File: src/rtl/gpio_irq_pkg.sv
package gpio_irq_pkg;

  typedef enum logic [1:0] {
    SEL_TYPE = 2'b00,
    SEL_POL  = 2'b01,
    SEL_EN   = 2'b10,
    SEL_EOI  = 2'b11
  } wsel_e;

  // Edge qualifier: the current sample differs from the previous one and
  // lands on the active level (pol=1 rising, pol=0 falling).
  function automatic logic edge_hit(input logic cur, input logic prev, input logic pol);
    return (cur != prev) && (cur == pol);
  endfunction

  // Level qualifier: the pin sits at the active level.
  function automatic logic level_match(input logic cur, input logic pol);
    return cur == pol;
  endfunction

endpackage

File: src/rtl/gpio_irq_cfg.sv
module gpio_irq_cfg
  import gpio_irq_pkg::*;
#(
  parameter int W = 8
) (
  input  logic         clk,
  input  logic         rst_n,
  input  logic         wr_en,
  input  logic [1:0]   wr_sel,
  input  logic [W-1:0] wr_data,
  output logic [W-1:0] type_q,
  output logic [W-1:0] pol_q,
  output logic [W-1:0] en_q,
  output logic [W-1:0] eoi_pulse
);

  wsel_e sel;
  assign sel = wsel_e'(wr_sel);

  always_ff @(posedge clk or negedge rst_n) begin
    if (!rst_n) begin
      type_q <= '0;
      pol_q  <= '0;
      en_q   <= '0;
    end else if (wr_en) begin
      case (sel)
        SEL_TYPE: type_q <= wr_data;
        SEL_POL:  pol_q  <= wr_data;
        SEL_EN:   en_q   <= wr_data;
        default:  ;
      endcase
    end
  end

  assign eoi_pulse = (wr_en && sel == SEL_EOI) ? wr_data : '0;

endmodule

File: src/rtl/gpio_irq_lane.sv
module gpio_irq_lane
  import gpio_irq_pkg::*;
(
  input  logic clk,
  input  logic rst_n,
  input  logic pin,
  input  logic is_edge,
  input  logic pol,
  input  logic eoi,
  output logic raw,
  output logic ev_set,
  output logic ev_clr,
  output logic ev_lat,
  output logic pin_prev
);

  logic pin_q;
  logic lat_q;

  assign ev_set   = is_edge & edge_hit(pin, pin_q, pol);
  assign ev_clr   = eoi & is_edge;
  assign ev_lat   = lat_q;
  assign pin_prev = pin_q;

  always_ff @(posedge clk or negedge rst_n) begin
    if (!rst_n) begin
      pin_q <= 1'b0;
      lat_q <= 1'b0;
    end else begin
      pin_q <= pin;
      lat_q <= ev_set | (lat_q & ~ev_clr);
    end
  end

  assign raw = is_edge ? lat_q : level_match(pin, pol);

endmodule

File: src/rtl/gpio_irq_ctrl.sv
module gpio_irq_ctrl
  import gpio_irq_pkg::*;
#(
  parameter int W = 8
) (
  input  logic         clk,
  input  logic         rst_n,
  input  logic [W-1:0] pin_in,
  input  logic         wr_en,
  input  logic [1:0]   wr_sel,
  input  logic [W-1:0] wr_data,
  output logic [W-1:0] raw_status,
  output logic [W-1:0] masked_status,
  output logic [W-1:0] irq_pin,
  output logic         irq_comb
);

  logic [W-1:0] type_r;
  logic [W-1:0] pol_r;
  logic [W-1:0] en_r;
  logic [W-1:0] eoi_p;
  logic [W-1:0] edge_set;
  logic [W-1:0] eoi_clr;
  logic [W-1:0] edge_lat;
  logic [W-1:0] pin_q;

  gpio_irq_cfg #(.W(W)) u_cfg (
    .clk       (clk),
    .rst_n     (rst_n),
    .wr_en     (wr_en),
    .wr_sel    (wr_sel),
    .wr_data   (wr_data),
    .type_q    (type_r),
    .pol_q     (pol_r),
    .en_q      (en_r),
    .eoi_pulse (eoi_p)
  );

  for (genvar i = 0; i < W; i++) begin : g_lane
    gpio_irq_lane u_lane (
      .clk      (clk),
      .rst_n    (rst_n),
      .pin      (pin_in[i]),
      .is_edge  (type_r[i]),
      .pol      (pol_r[i]),
      .eoi      (eoi_p[i]),
      .raw      (raw_status[i]),
      .ev_set   (edge_set[i]),
      .ev_clr   (eoi_clr[i]),
      .ev_lat   (edge_lat[i]),
      .pin_prev (pin_q[i])
    );
  end

  assign masked_status = raw_status & en_r;
  assign irq_pin       = masked_status;
  assign irq_comb      = |masked_status;

endmodule


File: config.mk
export PLATFORM = sky130hd
export DESIGN_NAME = gpio_irq_ctrl
export DESIGN_NICKNAME = d
export VERILOG_FILES = /design/src/rtl/gpio_irq_pkg.sv /design/src/rtl/gpio_irq_cfg.sv /design/src/rtl/gpio_irq_lane.sv /design/src/rtl/gpio_irq_ctrl.sv
export SDC_FILE = /design/constraint.sdc
export NUM_CORES = 1
export LEC_CHECK = 0
export ABC_CLOCK_PERIOD_IN_PS = 1500
export BUFFER_PORTS_ARGS = -buffer_cell sky130_fd_sc_hd__buf_2
export CAP_MARGIN = 15
export CORE_ASPECT_RATIO = 0.9
export CORE_MARGIN = 5
export CORE_UTILIZATION = 52
export CTS_CLUSTER_SIZE = 10
export DETAILED_ROUTE_END_ITERATION = 8
export PLACE_DENSITY = 0.78
export SYNTH_ARGS = -nofsm -noshare
export SYNTH_HDL_FRONTEND = slang
export SYNTH_SLANG_ARGS = --single-unit
File: constraint.sdc
create_clock -name clk -period 1.5 [get_ports clk]
set_input_delay 0.15 -clock clk [delete_from_list [all_inputs] [get_ports clk]]
set_output_delay 0.15 -clock clk [all_outputs]
set_load 0.02 [all_outputs]
==> impl_metrics.yaml <==
route:
  drc: 0
  via_per_inst: 5.426
  wire_per_inst_um: 16.49
  first_iter_violations: 80
  drt_wl_total_mm: 4.371
  dr.pass1.iters: 4
  vias: 1438
  antenna_left: 0
critical_path:
  critPathCaptureType: "output pin"
  worst_setup_path_start_kind: "register"
  timing.rr.end: "g_lane[3].u_lane.ev_lat$_DFF_PN0_"
  rr_worst_depth: 6
  reg2reg_setup_slack_ns: 0.34
  path_cells: "xor2_1 > o21ai_2 > a22oi_2 > nand4_1 > buf_4"
  cpLargestDelayFamily: "flip-flops"
  path_buf_inv: 1
  cp_max_fo: 4
  cp_slowest_cell: "dfrtp_1"
  worstPathRequired_ns: 1.35
  r2r-start: "u_cfg.pol_q[3]$_DFFE_PN0P_"
  critical_path_class: "register to output pin"
  cp_slowest_stage_delay_ns: 0.42
  critPathArrivalTime_ns: 1.47
hold_path:
  hold_class: "input port to register"
  holdPathEnd: "g_lane[2].u_lane.pin_prev$_DFF_PN0_"
  whs_path_depth: 1
  hold_start: "pin_in[2]"
power:
  p_leak_nw: 1.151
  power_switching_mw: 1.297
  clockPowerShare_pct: 20.3
  combPwrFrac_pct: 39.9
  fin_total_pwr_mw: 3.671
  swShare_pct: 35.34
  powerDensity_nw_per_um2: 1501
  max-vdd-ir-drop_mv: 0.9063
  power_frac_seq_pct: 39.9
  intPower_mw: 2.373
cells_and_area:
  fin_nets: 241
  design_area_um2: 2446
  drive_above_1_share_pct: 51.13
  multi_input_area_um2: 855.8
  areaGrowthSynthToFinish_pct: 27.95
  seqCellArea_um2: 1001
  fin_cells: 265
  final_cell_mix: "dfrtp_1 (40), buf_2 (28), nand2_1 (24), mux2_2 (24)"
  diodes: 0
  mostFrequentLayoutCell: "dfrtp_1"
  fin_util_pct: 70.83
  nFillCells: 236
global_routing:
  grtUsageTotal_pct: 20.01
  overflow: 0
  antenna_found_initial: 0
  grt_max_degree: 41
  grt_pass1_vias: 1518
  grt_pass1_wl_mm: 7.362
place:
  placed_cells: 245
  gp_congestion: 0.8548
  port_buffers: 45
  place_area_um2: 2090
  dp_hpwl_mm: 3.007
yosys:
  synth_fp_nets: 191
  syn_avg_cell_area_um2: 11.25
  synth_area_um2: 1912
  synth_seq_cells: 40
  synthCells: 170
  ys_seq_area_share_pct: 52.36
  ys_types: 16
  synth_warnings: 0
timing:
  fmax_mhz: 618.7
  timing.final.crit_share_pct: 107.8
  finalWorstSetupSlack_ns: -0.1164
  period_needed_ns: 1.616
  maxSlewViolCount: 0
  max_slew_margin_pct: 67.28
  worstMarginPinSlew_ns: 0.4908
  hold_violations: 0
  finalSetupViolCount: 7
  tns_ns: -0.2807
  fin_skew_ns: 0.003359
  rsz0062_at_grt: "yes"
clocking:
  root_buffer: "clkbuf_8"
  clock_sinks: 40
  htreeDepth: 2
  clock_latency_ns: 0.30
  cts_buffers: 5
  clockBufferDepth: 2
  path_clk_slew_ns: 0.08
  cts_tree: "yes"
floorplan:
  die_w_um: 73.92
  ioPinCount: 46
  initial_utilization_pct: 55.36
  core_um2: 3453
  die_h_um: 67.53
  fp.dieArea_um2: 4991
  rows: 20
job:
  max-cap-violations: 0
run_status:
  failed_checks: "setup timing"
  status: "complete, but fails checks"
## synthesized netlist by cell type, drive strengths merged
library cell | instances | area share (%)
o21ai | 16 | 4.2
nand3b | 2 | 1.2
nand4 | 1 | 0.33
and2 | 8 | 2.6
and3 | 1 | 0.39
nor2 | 8 | 1.6
dfrtp | 40 | 52
a22o | 8 | 3.7
mux2 | 24 | 14
nand2 | 24 | 4.7
a22oi | 4 | 1.6
xor2 | 8 | 3.7
buf | 17 | 6.5
nor3b | 1 | 0.98
nand3 | 8 | 2.1
## cell type report
class / instances / area share, %
Clock inverter: 2 / 0.4092
Timing Repair Buffer: 60 / 18.06
Tap cell: 44 / 2.251
Multi-Input combinational cell: 113 / 34.99
Clock buffer: 6 / 3.376
Sequential cell: 40 / 40.92
## metrics by stage
| step | hold WS, ns | setup slack (ns) |
|---|---|---|
| after floorplan | -0.1456 | 0.1175 |
| after global placement | 0.2154 | 0.09792 |
| after detailed placement | 0.2317 | 0.05966 |
| after CTS | 0.0002493 | -0.1259 |
| after global routing | 0.003783 | -0.1913 |
| final | 0.01419 | -0.1164 |
## registers in the layout (all words and copies together), names as in the netlist
| register | cells |
|---|---|
| u_cfg.type_q | 8 |
| g_lane.u_lane.pin_prev | 8 |
| u_cfg.en_q | 8 |
| u_cfg.pol_q | 8 |
| g_lane.u_lane.ev_lat | 8 |
## cells by family after synthesis
kind of cell    share of synthesized area (%)
flops                                   52.36
simple gates                            13.88
mux                                     14.14
compound gates                          9.424
xor+xnor                                3.665
buf+inv                                 6.545
## power groups by stage
stage                     logic, mW  clock network (mW)  registers (mW)
after floorplan               0.890                   0            1.42
after global placement         1.03                   0            1.44
after detailed placement       1.07                   0            1.47
after CTS                      1.37               0.760            1.45
after global routing           1.57               0.807            1.49
final                          1.46               0.744            1.46
## worst max path at each step
stage,start,to,cells past startpoint
floorplan,u_cfg.pol_q[1]$_DFFE_PN0P_,masked_status[1],4
global placement,u_cfg.pol_q[1]$_DFFE_PN0P_,irq_comb,5
detailed placement,u_cfg.pol_q[3]$_DFFE_PN0P_,irq_comb,5
CTS,u_cfg.pol_q[1]$_DFFE_PN0P_,irq_comb,5
global route,u_cfg.pol_q[1]$_DFFE_PN0P_,irq_comb,5
finish,u_cfg.pol_q[1]$_DFFE_PN0P_,irq_comb,5
## worst reg2reg max path, cell delays in order, from the launching register on
cell,delay [ns]
dfrtp_1,0.40
buf_4,0.14
buf_4,0.13
nor2_1,0.13
nand2_1,0.08
o21ai_0,0.07
a22o_1,0.17
## routing by layer
| layer | vias up | part of all wire, % | GRT usage [%] |
|---|---|---|---|
| met5 | - | 0 | 0 |
| met4 | 0 | 2.0 | 8.371 |
| met3 | 9 | 6.4 | 6.101 |
| met2 | 45 | 51 | 34.62 |
| met1 | 702 | 40 | 22.94 |
| li1 | 682 | - | - |
## what timing repair did
action | 4_1_cts | 5_1_grt
hold buffers | 2 | 0
endpoints found under the hold margin | 41 | 0
setup buffers | 8 | 4
setup endpoints to repair | 24 | 18
gates resized for setup | 47 | 12
pin swaps | 18 | 14
No activity file was read; power rests on OpenSTA's default activity.
